[config.mk]
export PLATFORM = sky130hd
export DESIGN_NAME = sobel_regcore
export DESIGN_NICKNAME = d
export VERILOG_FILES = /design/src/rtl/sobel_core_pkg.sv /design/src/rtl/sobel_regfile.sv /design/src/rtl/sobel_window.sv /design/src/rtl/sobel_conv.sv /design/src/rtl/sobel_ctrl.sv /design/src/rtl/sobel_regcore.sv
export SDC_FILE = /design/constraint.sdc
export NUM_CORES = 1
export LEC_CHECK = 0
export BUFFER_PORTS_ARGS = -buffer_cell sky130_fd_sc_hd__buf_2
export CAP_MARGIN = 40
export CORE_MARGIN = 1
export CORE_UTILIZATION = 68
export CTS_CLUSTER_SIZE = 24
export DETAILED_ROUTE_END_ITERATION = 12
export MAX_ROUTING_LAYER = met4
export PLACE_DENSITY = 0.95
export SYNTH_ARGS = -nofsm -noshare
export SYNTH_HDL_FRONTEND = slang
export SYNTH_HIERARCHICAL = 1
export SYNTH_SLANG_ARGS = --single-unit
[constraint.sdc]
create_clock -name clk -period 9.8 [get_ports clk]
set_input_delay 0.49 -clock clk [delete_from_list [all_inputs] [get_ports clk]]
set_output_delay 0.49 -clock clk [all_outputs]
set_load 0.1 [all_outputs]
[src/rtl/sobel_core_pkg.sv]
// Package: shared constants, state type and kernel coefficient functions
// for the register-driven Sobel gradient engine.
// Assumes a fixed 3x3 window; the kernels are defined only for that size.
package sobel_core_pkg;

    localparam int WIN_ROWS = 3;
    localparam int WIN_COLS = 3;
    localparam int WIN_TAPS = WIN_ROWS * WIN_COLS;

    localparam logic [7:0] START_CODE  = 8'hAB;
    localparam logic [7:0] STAT_BUSY   = 8'h55;
    localparam logic [7:0] STAT_IDLE   = 8'h44;

    localparam logic [2:0] ADDR_CTRL   = 3'd0;
    localparam logic [2:0] ADDR_PIXEL  = 3'd1;
    localparam logic [2:0] ADDR_MAG    = 3'd2;
    localparam logic [2:0] ADDR_GRAD   = 3'd3;
    localparam logic [2:0] ADDR_STAT   = 3'd4;

    typedef enum logic [2:0] {
        ST_IDLE = 3'd0,
        ST_MUL  = 3'd1,
        ST_SUM  = 3'd2,
        ST_MAG  = 3'd3,
        ST_DONE = 3'd4
    } phase_t;

    // Horizontal kernel: sign from column, weight 2 on the middle row.
    function automatic int coef_h(input int row, input int col);
        return (col - 1) * ((row == 1) ? 2 : 1);
    endfunction

    // Vertical kernel: sign from row, weight 2 on the middle column.
    function automatic int coef_v(input int row, input int col);
        return (row - 1) * ((col == 1) ? 2 : 1);
    endfunction

endpackage

[src/rtl/sobel_regfile.sv]
// Register decode: holds the control byte and the pixel column written by
// software and multiplexes all readable values onto the read bus.
// Assumes single-cycle write strobes and a combinational read path.
module sobel_regfile
    import sobel_core_pkg::*;
#(
    parameter int DATA_W = 32,
    parameter int ADDR_W = 3,
    parameter int PIX_W  = 8,
    parameter int GRAD_W = PIX_W + 4,
    parameter int MAG_W  = 32
) (
    input  logic                     clk,
    input  logic                     rst_n,
    input  logic                     we,
    input  logic [ADDR_W-1:0]        addr,
    input  logic [DATA_W-1:0]        wdata,
    output logic [DATA_W-1:0]        rdata,
    output logic [7:0]               ctrl_byte,
    output logic [WIN_ROWS*PIX_W-1:0] column,
    input  logic signed [GRAD_W-1:0] gx,
    input  logic signed [GRAD_W-1:0] gy,
    input  logic [MAG_W-1:0]         mag,
    input  logic [7:0]               stat,
    input  logic                     rdy
);

    localparam int HALF  = DATA_W / 2;
    localparam int COL_W = WIN_ROWS * PIX_W;

    // Purpose: capture software writes to the control and pixel registers.
    always_ff @(posedge clk) begin
        if (!rst_n) begin
            ctrl_byte <= '0;
            column    <= '0;
        end else if (we) begin
            if (addr == ADDR_W'(ADDR_CTRL))  ctrl_byte <= wdata[7:0];
            if (addr == ADDR_W'(ADDR_PIXEL)) column    <= wdata[COL_W-1:0];
        end
    end

    // Purpose: select the value returned for the current read address.
    always_comb begin
        rdata = '0;
        case (addr)
            ADDR_W'(ADDR_CTRL):  rdata = DATA_W'(ctrl_byte);
            ADDR_W'(ADDR_PIXEL): rdata = DATA_W'(column);
            ADDR_W'(ADDR_MAG):   rdata = DATA_W'(mag);
            ADDR_W'(ADDR_GRAD):  rdata = {HALF'(gy), HALF'(gx)};
            ADDR_W'(ADDR_STAT):  rdata = DATA_W'({rdy, stat});
            default:             rdata = '0;
        endcase
    end

endmodule

[src/rtl/sobel_window.sv]
// 3x3 pixel window built as one shift register per row. On each shift the
// oldest (left) column drops out and the new column enters on the right.
// Assumes byte r of the incoming column belongs to row r (row 0 on top).
module sobel_window
    import sobel_core_pkg::*;
#(
    parameter int PIX_W = 8
) (
    input  logic                          clk,
    input  logic                          rst_n,
    input  logic                          shift_en,
    input  logic [WIN_ROWS*PIX_W-1:0]     col_in,
    output logic [WIN_TAPS*PIX_W-1:0]     win
);

    for (genvar r = 0; r < WIN_ROWS; r++) begin : g_row
        logic [PIX_W-1:0] taps [WIN_COLS];

        // Purpose: shift this row left and load the new right-hand pixel.
        always_ff @(posedge clk) begin
            if (!rst_n) begin
                for (int c = 0; c < WIN_COLS; c++) taps[c] <= '0;
            end else if (shift_en) begin
                for (int c = 0; c < WIN_COLS - 1; c++) taps[c] <= taps[c+1];
                taps[WIN_COLS-1] <= col_in[r*PIX_W +: PIX_W];
            end
        end

        for (genvar c = 0; c < WIN_COLS; c++) begin : g_col
            assign win[(r*WIN_COLS + c)*PIX_W +: PIX_W] = taps[c];
        end
    end

endmodule

[src/rtl/sobel_conv.sv]
// Three-stage arithmetic: all 18 pixel-times-coefficient products in one
// stage, the two gradient sums in the next, and the squared magnitude last.
// Assumes the controller raises each stage enable once per computation.
module sobel_conv
    import sobel_core_pkg::*;
#(
    parameter int PIX_W  = 8,
    parameter int GRAD_W = PIX_W + 4,
    parameter int MAG_W  = 32
) (
    input  logic                      clk,
    input  logic                      rst_n,
    input  logic [WIN_TAPS*PIX_W-1:0] win,
    input  logic                      mul_en,
    input  logic                      sum_en,
    input  logic                      mag_en,
    output logic signed [GRAD_W-1:0]  gx,
    output logic signed [GRAD_W-1:0]  gy,
    output logic [MAG_W-1:0]          mag
);

    localparam int PROD_W = PIX_W + 3;

    logic signed [PROD_W-1:0] pix_ext [WIN_TAPS];
    logic signed [PROD_W-1:0] prod_h  [WIN_TAPS];
    logic signed [PROD_W-1:0] prod_v  [WIN_TAPS];
    logic signed [GRAD_W-1:0] sum_h, sum_v;
    logic signed [MAG_W-1:0]  gx_w, gy_w, sq_sum;

    // Purpose: zero-extend each window pixel into a signed operand.
    always_comb begin
        for (int i = 0; i < WIN_TAPS; i++)
            pix_ext[i] = signed'({{(PROD_W-PIX_W){1'b0}}, win[i*PIX_W +: PIX_W]});
    end

    // Purpose: form every product for both kernels in a single cycle.
    always_ff @(posedge clk) begin
        if (!rst_n) begin
            for (int i = 0; i < WIN_TAPS; i++) begin
                prod_h[i] <= '0;
                prod_v[i] <= '0;
            end
        end else if (mul_en) begin
            for (int i = 0; i < WIN_TAPS; i++) begin
                prod_h[i] <= pix_ext[i] * PROD_W'(coef_h(i / WIN_COLS, i % WIN_COLS));
                prod_v[i] <= pix_ext[i] * PROD_W'(coef_v(i / WIN_COLS, i % WIN_COLS));
            end
        end
    end

    // Purpose: add the registered products into the two gradients.
    always_comb begin
        sum_h = '0;
        sum_v = '0;
        for (int i = 0; i < WIN_TAPS; i++) begin
            sum_h = sum_h + GRAD_W'(prod_h[i]);
            sum_v = sum_v + GRAD_W'(prod_v[i]);
        end
    end

    // Purpose: register the gradient sums.
    always_ff @(posedge clk) begin
        if (!rst_n) begin
            gx <= '0;
            gy <= '0;
        end else if (sum_en) begin
            gx <= sum_h;
            gy <= sum_v;
        end
    end

    assign gx_w   = MAG_W'(gx);
    assign gy_w   = MAG_W'(gy);
    assign sq_sum = gx_w * gx_w + gy_w * gy_w;

    // Purpose: register the pre-root magnitude.
    always_ff @(posedge clk) begin
        if (!rst_n)      mag <= '0;
        else if (mag_en) mag <= unsigned'(sq_sum);
    end

endmodule

[src/rtl/sobel_ctrl.sv]
// Start and status sequencer. Waits for the start code, walks the shift,
// multiply, sum and magnitude stages, then holds ready until software
// removes the start code so that one write yields one computation.
// Assumes the control byte is stable while it is compared.
module sobel_ctrl
    import sobel_core_pkg::*;
(
    input  logic       clk,
    input  logic       rst_n,
    input  logic [7:0] ctrl_byte,
    output logic       shift_en,
    output logic       mul_en,
    output logic       sum_en,
    output logic       mag_en,
    output logic [7:0] stat,
    output logic       rdy
);

    phase_t phase, phase_nx;
    logic   start_seen;

    assign start_seen = (ctrl_byte == START_CODE);

    // Purpose: choose the next phase.
    always_comb begin
        phase_nx = phase;
        case (phase)
            ST_IDLE: if (start_seen)  phase_nx = ST_MUL;
            ST_MUL:                   phase_nx = ST_SUM;
            ST_SUM:                   phase_nx = ST_MAG;
            ST_MAG:                   phase_nx = ST_DONE;
            ST_DONE: if (!start_seen) phase_nx = ST_IDLE;
            default:                  phase_nx = ST_IDLE;
        endcase
    end

    // Purpose: advance the phase register and the ready flag.
    always_ff @(posedge clk) begin
        if (!rst_n) begin
            phase <= ST_IDLE;
            rdy   <= 1'b0;
        end else begin
            phase <= phase_nx;
            if (phase == ST_MAG)                     rdy <= 1'b1;
            else if (phase == ST_DONE && !start_seen) rdy <= 1'b0;
        end
    end

    assign shift_en = (phase == ST_IDLE) && start_seen;
    assign mul_en   = (phase == ST_MUL);
    assign sum_en   = (phase == ST_SUM);
    assign mag_en   = (phase == ST_MAG);
    assign stat     = (phase == ST_MUL || phase == ST_SUM || phase == ST_MAG)
                      ? STAT_BUSY : STAT_IDLE;

endmodule

[src/rtl/sobel_regcore.sv]
// Top level of the register-driven Sobel gradient engine: register decode,
// window, arithmetic pipeline and sequencer.
// Assumes one software write per cycle at most and a square root in software.
module sobel_regcore
    import sobel_core_pkg::*;
#(
    parameter int DATA_W = 32,
    parameter int ADDR_W = 3,
    parameter int PIX_W  = 8,
    parameter int GRAD_W = PIX_W + 4,
    parameter int MAG_W  = 32
) (
    input  logic                     clk,
    input  logic                     rst_n,
    input  logic                     reg_we,
    input  logic [ADDR_W-1:0]        reg_addr,
    input  logic [DATA_W-1:0]        reg_wdata,
    output logic [DATA_W-1:0]        reg_rdata,
    output logic signed [GRAD_W-1:0] grad_x,
    output logic signed [GRAD_W-1:0] grad_y,
    output logic [MAG_W-1:0]         mag_sq,
    output logic [7:0]               status,
    output logic                     ready
);

    logic [7:0]                ctrl_byte;
    logic [WIN_ROWS*PIX_W-1:0] column;
    logic [WIN_TAPS*PIX_W-1:0] window;
    logic                      shift_en, mul_en, sum_en, mag_en;

    sobel_regfile #(
        .DATA_W(DATA_W), .ADDR_W(ADDR_W), .PIX_W(PIX_W),
        .GRAD_W(GRAD_W), .MAG_W(MAG_W)
    ) u_regs (
        .clk(clk), .rst_n(rst_n), .we(reg_we), .addr(reg_addr),
        .wdata(reg_wdata), .rdata(reg_rdata), .ctrl_byte(ctrl_byte),
        .column(column), .gx(grad_x), .gy(grad_y), .mag(mag_sq),
        .stat(status), .rdy(ready)
    );

    sobel_window #(.PIX_W(PIX_W)) u_win (
        .clk(clk), .rst_n(rst_n), .shift_en(shift_en),
        .col_in(column), .win(window)
    );

    sobel_conv #(.PIX_W(PIX_W), .GRAD_W(GRAD_W), .MAG_W(MAG_W)) u_conv (
        .clk(clk), .rst_n(rst_n), .win(window), .mul_en(mul_en),
        .sum_en(sum_en), .mag_en(mag_en), .gx(grad_x), .gy(grad_y),
        .mag(mag_sq)
    );

    sobel_ctrl u_ctrl (
        .clk(clk), .rst_n(rst_n), .ctrl_byte(ctrl_byte),
        .shift_en(shift_en), .mul_en(mul_en), .sum_en(sum_en),
        .mag_en(mag_en), .stat(status), .rdy(ready)
    );

endmodule

After elaboration in Yosys (flattened, before gate mapping)
Memories as Yosys holds them, arrays and structs flattened.
Cells that the tools add are included.

word-level totals
  bits in registers = 92
  RAM bits = 270
  bits of input ports = 38
  output and inout bits = 97
  memories kept = 5

memories
  memory               words  bits a word  read ports  clocked after Yosys merged registers in  write ports  RTL line            text
  u_conv.prod_h        9      11           9           0                                        9            sobel_conv.sv:25    logic signed [PROD_W-1:0] prod_h [WIN_TAPS];
  u_conv.prod_v        9      11           9           0                                        9            sobel_conv.sv:26    logic signed [PROD_W-1:0] prod_v [WIN_TAPS];
  u_win.g_row[0].taps  3      8            3           0                                        3            sobel_window.sv:17  logic [PIX_W-1:0] taps [WIN_COLS];
  u_win.g_row[1].taps  3      8            3           0                                        3            sobel_window.sv:17
  u_win.g_row[2].taps  3      8            3           0                                        3            sobel_window.sv:17

operators by class
  $add $sub $neg = 22
  multiply operators = 2
  equal/unequal tests = 11
  multiplexer cells = 41
  bitwise gates (word level) = 27
  reductions and logical operators = 11

operator list
  kind                count
  $mux 11             18
  $add 12x11->12      14
  $pmux 32 s5         1
  $mux 8              9
  $mul 12x12->24      2
  $neg 8->11          3
  $add 32x32->32      1
  $or 1x1->1          27
  $add 11x11->12      2
  $neg 8->10          2
  $pmux 3 s5          1
  $eq 3x2->1 const B  4
  $mux 1              9
  $eq 8x8->1 const B  1
  $eq 3x1->1 const B  2
  $eq 3x3->1 const B  2
  $logic_not 3->1     2
  $mux 3              2
  $reduce_and 2->1    3
  $mux 5              1
  $logic_and 1x1->1   2
  $logic_or 1x1->1    2
  $ne 2x1->1 const B  1
  $ne 2x2->1 const B  1
  other kinds (2)     2

Logic depth before layout (Yosys ltp)
Gate-level depths: netlist of run 1.
An unclocked memory read counts as a cell.

  word-level depth = 9
  gate-level depth with buffers = 26
  mapped depth without buffers = 25

Hierarchy
The synthesis of run 1 kept the hierarchy.

modules (own cells, without submodules)
  module         instances  cells an instance  area an instance (um2)  sequential area each (um2)
  sobel_conv     1          1740               18071.1                 3713.6
  sobel_window   1          160                2696.3                  2162.1
  sobel_regfile  1          268                2105.8                  640.6
  sobel_ctrl     1          32                 269.0                   80.1

Worst setup path after synthesis of run 1
OpenSTA, ideal clock, no wires.

  path type = flip-flop to flip-flop
  from = reg u_conv.gy[11]
  to = reg u_conv.mag[24]
  arrival = 6927 ps
  data required time = 9660 ps
  path slack = 2734 ps
  stages on the path, launching flop included = 20
  period minus slack after synthesis = 7066 ps
  cell sequence = dfxtp_1 clkbuf_1 nand2_1 fa_1 fa_1 inv_1 fa_1 fa_1 fa_1 fa_1 inv_1 fa_1 inv_1 ha_1 o41ai_1 a31oi_4 a2111oi_4 a21oi_2 xnor2_1 o22ai_1

on the way
  cells in the longest elaborated chain, start to end = 2

ends and longest elaborated chain
  item                      RTL line          text
  start: declaration        sobel_conv.sv:18  output logic signed [GRAD_W-1:0] gy,
  start signal: assignment  sobel_conv.sv:68  gy <= sum_v;
  $mul 12x12->24            sobel_conv.sv:74  assign sq_sum = gx_w * gx_w + gy_w * gy_w;
  $add 32x32->32            sobel_conv.sv:74
  end signal: assignment    sobel_conv.sv:79  else if (mag_en) mag <= unsigned'(sq_sum);
  end: declaration          sobel_conv.sv:19  output logic [MAG_W-1:0] mag

No other way between the ends.
A chain may end at the register's enable or synchronous reset.

Worst setup path in the final report of run 1
  from = reg u_conv.gy[1]
  to = reg u_conv.mag[24]

The elaborated chain is that of the path after synthesis.

==> results of run 1 <==
-- tightest hold or removal path: cells and delay by family --
| family | cells | cell delay, ns |
|---|---|---|
| AO/OA/AOI/OAI | 1 | 0.05 |
| buffers and inverters | 1 | 0.10 |
| AND/OR/NAND/NOR | 1 | 0.06 |
-- report_power, final --
part	switching, mW	internal (mW)	total (mW)
clock network	0.429	0.537	0.967
logic	0.275	0.171	0.446
registers	0.0261	1.14	1.16
-- flip-flops by register name, summed over array words and instances (netlist names) --
| register | count |
|---|---|
| u_regs/ctrl_byte | 8 |
| u_conv/prod_v | 35 |
| u_win/g_row.taps | 72 |
| u_conv/prod_h | 56 |
| u_conv/gx | 12 |
| u_ctrl/rdy | 1 |
| u_ctrl/phase | 3 |
| u_conv/mag | 25 |
| u_conv/gy | 12 |
| u_regs/column | 24 |
-- cells in the final DEF (no fill, tap or decap), drive strengths merged, types with 38 or more instances in the layout --
master | synthesis | routed
clkbuf | 67 | 38
dfxtp | 85 | 85
and2 | 60 | 60
edfxtp | 163 | 163
nor2 | 135 | 135
fa | 359 | 359
nand2 | 175 | 175
buf | 41 | 138
inv | 442 | 445
ha | 127 | 127
and3 | 113 | 113
xnor2 | 50 | 50
-- cells in the mapped netlist, types with 3 or more instances --
master	n	share of area [%]
inv_1	442	7.2
fa_1	359	31
nand2_1	175	2.8
edfxtp_1	163	21
nor2_1	134	2.2
ha_1	127	6.9
and3_1	113	3.1
dfxtp_1	85	7.4
and2_1	59	1.6
clkbuf_1	59	0.96
xnor2_1	50	1.9
a21boi_1	31	1.0
xor2_1	31	1.2
a21oi_1	30	0.65
mux2i_1	29	1.3
nor2b_1	29	0.78
a22oi_1	26	0.84
nand2b_1	24	0.65
buf_4	21	0.68
nor3_1	18	0.39
o21ai_0	18	0.39
buf_2	17	0.37
mux2_2	15	0.73
nand3_1	12	0.26
a21o_1	10	0.32
o22ai_1	9	0.24
a211oi_1	8	0.26
clkbuf_2	8	0.17
nor4_1	8	0.22
a21boi_0	6	0.19
a31oi_1	6	0.16
o21ai_1	6	0.13
nor3b_1	5	0.16
o211ai_1	5	0.16
mux2_4	4	0.26
a41oi_1	3	0.11
o21bai_1	3	0.097
or4_1	3	0.097
-- kinds of logic (layout without fill, tap and decap cells) --
logic type / count (synthesis) / after routing / share of synthesized area (%)
mux: 48 / 48 / 2.244
other cells: 2 / 9 / 0.03245
xor+xnor: 81 / 81 / 3.066
flops: 248 / 248 / 28.50
buf+inv: 551 / 627 / 9.478
compound gates: 189 / 189 / 5.845
fa+ha+maj: 486 / 486 / 37.92
simple gates: 595 / 595 / 12.91
-- worst max-delay path by stage --
stage / cells after the start / endpoint / start / slack (ns)
4_1_cts: 18 / u_conv/mag[24] / u_conv/gy[1] / 2.39
2_1_floorplan: 19 / u_conv/mag[24] / u_conv/gy[11] / 2.73
6_report: 20 / u_conv/mag[24] / u_conv/gy[1] / 2.15
3_3_place_gp: 20 / u_conv/mag[23] / u_conv/gy[11] / 2.70
5_1_grt: 21 / u_conv/mag[21] / u_conv/gx[11] / 2.00
3_5_place_dp: 20 / u_conv/mag[23] / u_conv/gy[1] / 2.61
-- metal layers --
metal | part of all wire [%] | vias up | track usage, %
li1 | - | 7037 | -
met1 | 33 | 8373 | 45.14
met2 | 47 | 1512 | 60.48
met3 | 13 | 460 | 11.10
met4 | 7.6 | 0 | 24.97
met5 | 0 | - | -
-- cell type report --
class / count / share of cell area [%]
Sequential cell: 248 / 26.56
Multi-Input combinational cell: 1405 / 57.96
Timing Repair Buffer: 138 / 3.240
Inverter: 443 / 6.696
Tap cell: 448 / 2.257
Clock inverter: 8 / 0.3678
Clock buffer: 38 / 2.882
Antenna cell: 3 / 0.03023
-- stage by stage --
| step | setup WS, ns | power (mW) |
|---|---|---|
| 2_1_floorplan | 2.734 | 1.486 |
| 3_3_place_gp | 2.696 | 1.569 |
| 3_5_place_dp | 2.612 | 1.596 |
| 4_1_cts | 2.391 | 2.553 |
| 5_1_grt | 2.004 | 2.649 |
| 6_report | 2.146 | 2.578 |
==> results by group, run 1 <==
Global route
  – Vias in the first global route: 18640
  – Overall routing resource usage: 39.14%
  – Initial antenna violation count: 3
  – First-pass GRT wire length: 100800 um
  – Gr ovfl total: 0
  – Largest net degree at the start of global routing: 87

Clock tree
  – Htree depth: 1
  – Post-CTS Setup Inserts: 0
  – CTS tree: built
  – Worst skew pair latency: 0.58 ns
  – Reg clk slew, reported paths: 0.07 ns
  – CTS resizes: 0
  – Clk sink count: 248
  – Clock buffer depth: 3
  – Root buffer cell: clkbuf_16
  – Hold_buf cts: 0
  – Cts bufs inserted: 25

Layout
  – Final non-filler cell total: 2731
  – # fillers: 1964
  – Area growth syn-to-layout: 7.304%
  – Finished Core Util: 74.06%
  – Area of the multi-input gates: 14390 um2
  – Layout cell share with drive strength beyond 1: 9.430%
  – Register area: 6596 um2
  – Design area: 24830 um2
  – Layout Nets: 2785

Route
  – Post-route ant nets: 0
  – Drt drc: 0
  – TritonRoute pass-1 iters: 7
  – DR iter-0 viols: 2428
  – Via count: 17380
  – Via density: 6.365
  – Drt total wl: 65040 um
  – Routed WL per cell: 23.82 um

Timing
  – Worst relative slew slack: 34.36%
  – Worst Tran Pin Value: 0.9833 ns
  – RSZ-0062 raised after global routing: no
  – Final period util: 78.10%
  – Fmax: 130.7 MHz
  – Setup_tns: 0 ns
  – Crit path time final: 7.654 ns
  – Setup violators final: 0
  – Fin. Hold Viols: 0
  – Hold WS: 0.1728 ns
  – Max-slew violations: 0
  – Final Skew: 0.02674 ns

Floorplanning
  – Initial core utilization: 69.01%
  – Die Area: 34770 um2
  – Die Ht: 186.5 um
  – # rows: 67
  – Ports: 135
  – Core area: 33530 um2
  – Die W: 186.5 um

Worst hold path
  – Worst Hold End: u_regs/column[19]
  – Worst hold path cell count: 3
  – Hold Startpoint: reg_wdata[19]
  – Hold WC Path Type: primary input to flop

Setup path
  – Most frequent CP cell: fa_1
  – Data arrival, critical path: 8.07 ns
  – Register-to-Register Path Depth: 20
  – Slowest stage delay, CP: 1.09 ns
  – Startpoint types: flop
  – Critical Path RT: 10.22 ns
  – Crit end category: flop
  – R2R Path End: u_conv/mag[24]
  – Top Family by Delay on Critical Path: adder cells
  – Max Fanout on Critical Path: 16
  – Flop-to-flop setup slack: 2.15 ns
  – Critical path class: flop to flop
  – CP bufs+invs: 3
  – Critical-path cell list: nand2_1 > fa_1 > fa_1 > inv_1 > fa_1 > fa_1 > fa_1 > fa_1 > inv_1 > fa_1 > inv_1 > ha_1 > o21ai_0 > nand2b_1 > o41ai_1 > a31oi_4 > a2111oi_4 > a21oi_2 > xnor2_1 > o22ai_1
  – Crit Reg-Reg Startpoint: u_conv/gy[1]
  – Crit path max-delay cell type: fa_1

Placement
  – Post-DP HPWL: 45090 um
  – Buffers on Ports: 120
  – GP Congestion: 0.9936
  – Placed cell count: 2680
  – Placed cell area: 23980 um2

Pwr
  – Pwr Density: 103.8 nW/um2
  – P_leak: 12.30 nW
  – Maximum VDD drop: 164.7 uV

Synth
  – Syn. warnings: 6
  – Seq cells post-synth: 248
  – Synth Instances: 2200
  – Syn avg cell area: 10.52 um2
  – Sequential share of the synthesized area: 28.50%
  – Mapped cell area: 23140 um2
  – Netlist cell types: 74
  – Ys async rst share: 0%
  – Post-synth EDFFs: 163
  – Synth Flop Type: edfxtp_1

Outcome
  – Status: finished, final reports clean

Flow run
  – Max cap viols: 0
Note: power is estimated with default switching activity, not from simulation.
==> run 2, diff against run 1 <==
--- a/config.mk
+++ b/config.mk
@@ -5,14 +5,15 @@
 export SDC_FILE = /design/constraint.sdc
 export NUM_CORES = 1
 export LEC_CHECK = 0
+export ABC_AREA = 1
 export BUFFER_PORTS_ARGS = -buffer_cell sky130_fd_sc_hd__buf_2
 export CAP_MARGIN = 40
 export CORE_MARGIN = 1
-export CORE_UTILIZATION = 68
+export CORE_UTILIZATION = 64
 export CTS_CLUSTER_SIZE = 24
 export DETAILED_ROUTE_END_ITERATION = 12
 export MAX_ROUTING_LAYER = met4
-export PLACE_DENSITY = 0.95
+export PLACE_DENSITY = 0.93
 export SYNTH_ARGS = -nofsm -noshare
 export SYNTH_HDL_FRONTEND = slang
 export SYNTH_HIERARCHICAL = 1
==> constraint.sdc (replaced) <==
create_clock -name clk -period 7.05 [get_ports clk]
set_input_delay 0.3525 -clock clk [delete_from_list [all_inputs] [get_ports clk]]
set_output_delay 0.3525 -clock clk [all_outputs]
set_load 0.1 [all_outputs]
==> run 2 against run 1 <==
  * Flip-flop and latch count is the same
  * Worst setup slack lost 1.7 ns
  * Register-to-register slack lost 1.7 ns
  * Clock-buffer cell count shrank 3
  * Final cell count grew 21%
  * Sequential power grew 47%
  * Synthesized cell count grew 23%
  * Non-clock buffer count grew 27
  * Global-route usage grew 1.1 points
  * Routed wire length grew 12%
  * First-iteration DRC count grew 6.7%
  * Highest routed layer unchanged
==> results by group, run 2 <==
Route
  – Post-route ant nets: 0
  – Via density: 5.911
  – Drt drc: 0
  – TritonRoute pass-1 iters: 8
  – DR iter-0 viols: 2590
  – Via count: 19540
  – Routed WL per cell: 21.99 um
  – Drt total wl: 72690 um

Clock tree
  – CTS tree: built
  – Hold_buf cts: 0
  – Root buffer cell: clkbuf_16
  – Worst skew pair latency: 0.57 ns
  – Clk sink count: 248
  – Clock buffer depth: 3
  – CTS resizes: 0
  – Reg clk slew, reported paths: 0.06 ns
  – Cts bufs inserted: 26
  – Post-CTS Setup Inserts: 0
  – Htree depth: 1

Synth
  – Multiplexer share of the synthesized area: 0%
  – Compound-Gate Fraction of Synth Area: 4.942%
  – Synth top area share: 29.85%
  – Post-synthesis adder-cell area fraction: 36.45%
  – Sequential share of the synthesized area: 27.40%
  – Synth Flop Type: edfxtp_1
  – Leading area contributor after synthesis: fa_1
  – Syn. warnings: 6
  – Top post-synthesis cells by area: fa_1 (30%), edfxtp_1 (20%), inv_1 (12%), dfxtp_1 (7.1%), ha_1 (6.6%)
  – Main combinational cell family by area after synthesis: adder cells
  – Most frequent cell after synthesis: inv_1
  – Netlist cell types: 57
  – Mapped cell area: 24080 um2
  – Simple-gate share of the synthesized area: 15.82%
  – Most common library cells after synthesis: inv_1 (738), nand2_1 (389), fa_1 (359)
  – Seq cells post-synth: 248
  – Syn avg cell area: 8.868 um2
  – Synth Area in XOR/XNOR: 1.346%
  – Post-synth EDFFs: 163
  – Synth Instances: 2715
  – Ys async rst share: 0%

Flow run
  – Max cap viols: 0

Pwr
  – Maximum VDD drop: 213.4 uV
  – Total power: 4.931 mW
  – Pwr Density: 189.7 nW/um2
  – P_leak: 13.97 nW

Placement
  – Placed cell count: 3254
  – Placed cell area: 25090 um2
  – Buffers on Ports: 120
  – GP Congestion: 0.9929
  – Post-DP HPWL: 52880 um
  – DP Worst Slack: 0.6902 ns

Setup path
  – Crit end category: flop
  – Max Fanout on Critical Path: 12
  – Data arrival, critical path: 7.05 ns
  – Critical path class: flop to flop
  – Startpoint types: flop
  – Critical Path RT: 7.50 ns

Floorplanning
  – Core area: 36790 um2
  – Die W: 196.0 um
  – # rows: 70
  – Initial core utilization: 65.45%
  – Ports: 135
  – Die Ht: 196.0 um
  – Die Area: 38400 um2

Layout
  – Layout cell share with drive strength beyond 1: 9.206%
  – Final non-filler cell total: 3305
  – Most flops, register: u_win/g_row.taps
  – Finished Core Util: 70.66%
  – Design area: 25990 um2
  – Area growth syn-to-layout: 7.956%
  – Top Registers: u_win/g_row.taps: 72 flops, u_conv/prod_h: 56 flops, u_conv/prod_v: 35 flops
  – Commonest non-fill, non-tap cell in the layout: inv_1
  – Layout Nets: 3339
  – Commonest cells after routing, fill and taps aside: inv_1 (738), nand2_1 (387), fa_1 (359), nor2_1 (313), edfxtp_1 (163)
  – Max FFs per register: 72

Timing
  – Crit path time final: 6.597 ns
  – Final Skew: 0.01676 ns
  – Worst relative slew slack: 36.92%
  – Setup violators final: 0
  – Setup WS post-layout: 0.4532 ns
  – Worst Tran Pin Value: 0.9375 ns
  – Setup_tns: 0 ns
  – RSZ-0062 raised after global routing: no
  – Fmax: 151.6 MHz
  – Max-slew violations: 0
  – Final period util: 93.57%
  – Fin. Hold Viols: 0
  – Hold WS: 0.09453 ns

Outcome
  – Status: finished, final reports clean

Worst hold path
  – Hold WC Path Type: primary input to flop

Global route
  – Overall routing resource usage: 40.25%
  – Initial antenna violation count: 1
  – Gr ovfl total: 0
  – Vias in the first global route: 20620
  – First-pass GRT wire length: 113100 um
  – Largest net degree at the start of global routing: 73
[run 2: cell types whose count changed in the layout (fill, tap and decap cells not counted), sizes merged, moves of 55 or more]
cell | before | now
nand2 | 175 | 398
inv | 445 | 747
nand3 | 13 | 81
and3 | 113 | 0
o21ai | 24 | 81
nand4 | 1 | 56
nor2 | 135 | 327
and2 | 60 | 0
[run 2: final timing paths]
| kind | startpoint | end | slack (ns) | cells after the start |
|---|---|---|---|---|
| setup / recovery | u_conv/gx[8] | u_conv/mag[24] | 0.45 | 24 |
| hold / removal | reg_wdata[4] | u_regs/ctrl_byte[4] | 0.09 | 3 |
| setup reg to reg | u_conv/gx[8] | u_conv/mag[24] | 0.45 | 24 |
| hold reg to reg | u_regs/ctrl_byte[4] | u_regs/ctrl_byte[4] | 0.48 | 2 |
[run 2: logic make-up (layout without fill, tap and decap cells)]
logic type,after synthesis,in the layout
other,2,8
xor gates and xnor gates,37,37
adders and majority gates,486,486
AOI/OAI and AO/OA,203,203
and+or+nand+nor,895,895
buffers and inverters,844,960
DFF,248,248
[run 2: metal layers]
| metal | global-route usage (%) | vias to the layer above | share of wire, % |
|---|---|---|---|
| met1 | 46.59 | 9262 | 34 |
| met5 | - | - | 0 |
| met2 | 63.33 | 1536 | 46 |
| met4 | 24.48 | 0 | 7.5 |
| met3 | 10.33 | 440 | 12 |
| li1 | - | 8298 | - |
[run 2: worst max-delay path, cell delays in order (launching register included)]
cell and delay [ns]:
dfxtp_1 0.71, nand2_1 0.26, fa_1 0.61, inv_1 0.07, fa_1 0.55, inv_1 0.07, fa_1 0.49, fa_1 0.57
inv_1 0.06, fa_1 0.54, fa_1 0.52, inv_1 0.06, fa_1 0.50, inv_1 0.05, ha_1 0.34, a21oi_2 0.28
o21ai_0 0.17, nand2_1 0.09, nand2_1 0.05, nand2_1 0.05, nand3_1 0.08, nand3_1 0.09, nand2_1 0.05, nor2_1 0.16
nor2_1 0.06
[run 2: where the power goes]
part	total, mW	internal, mW	switching, mW	leakage [nW]
logic	1.79	0.576	1.21	11.2
registers	1.70	1.62	0.0803	2.37
clock network	1.44	0.818	0.621	0.413
total	4.93	3.01	1.92	14.0
[run 2: cell type report]
class	count	area (um2)
multi-input combinational	1627	14130
fill	2483	10790
sequential	248	6596
inverter	747	2806
timing repair buffer	165	998.5
clock buffer	35	704.4
tap	468	585.6
clock inverter	13	167.7
antenna	2	5.005
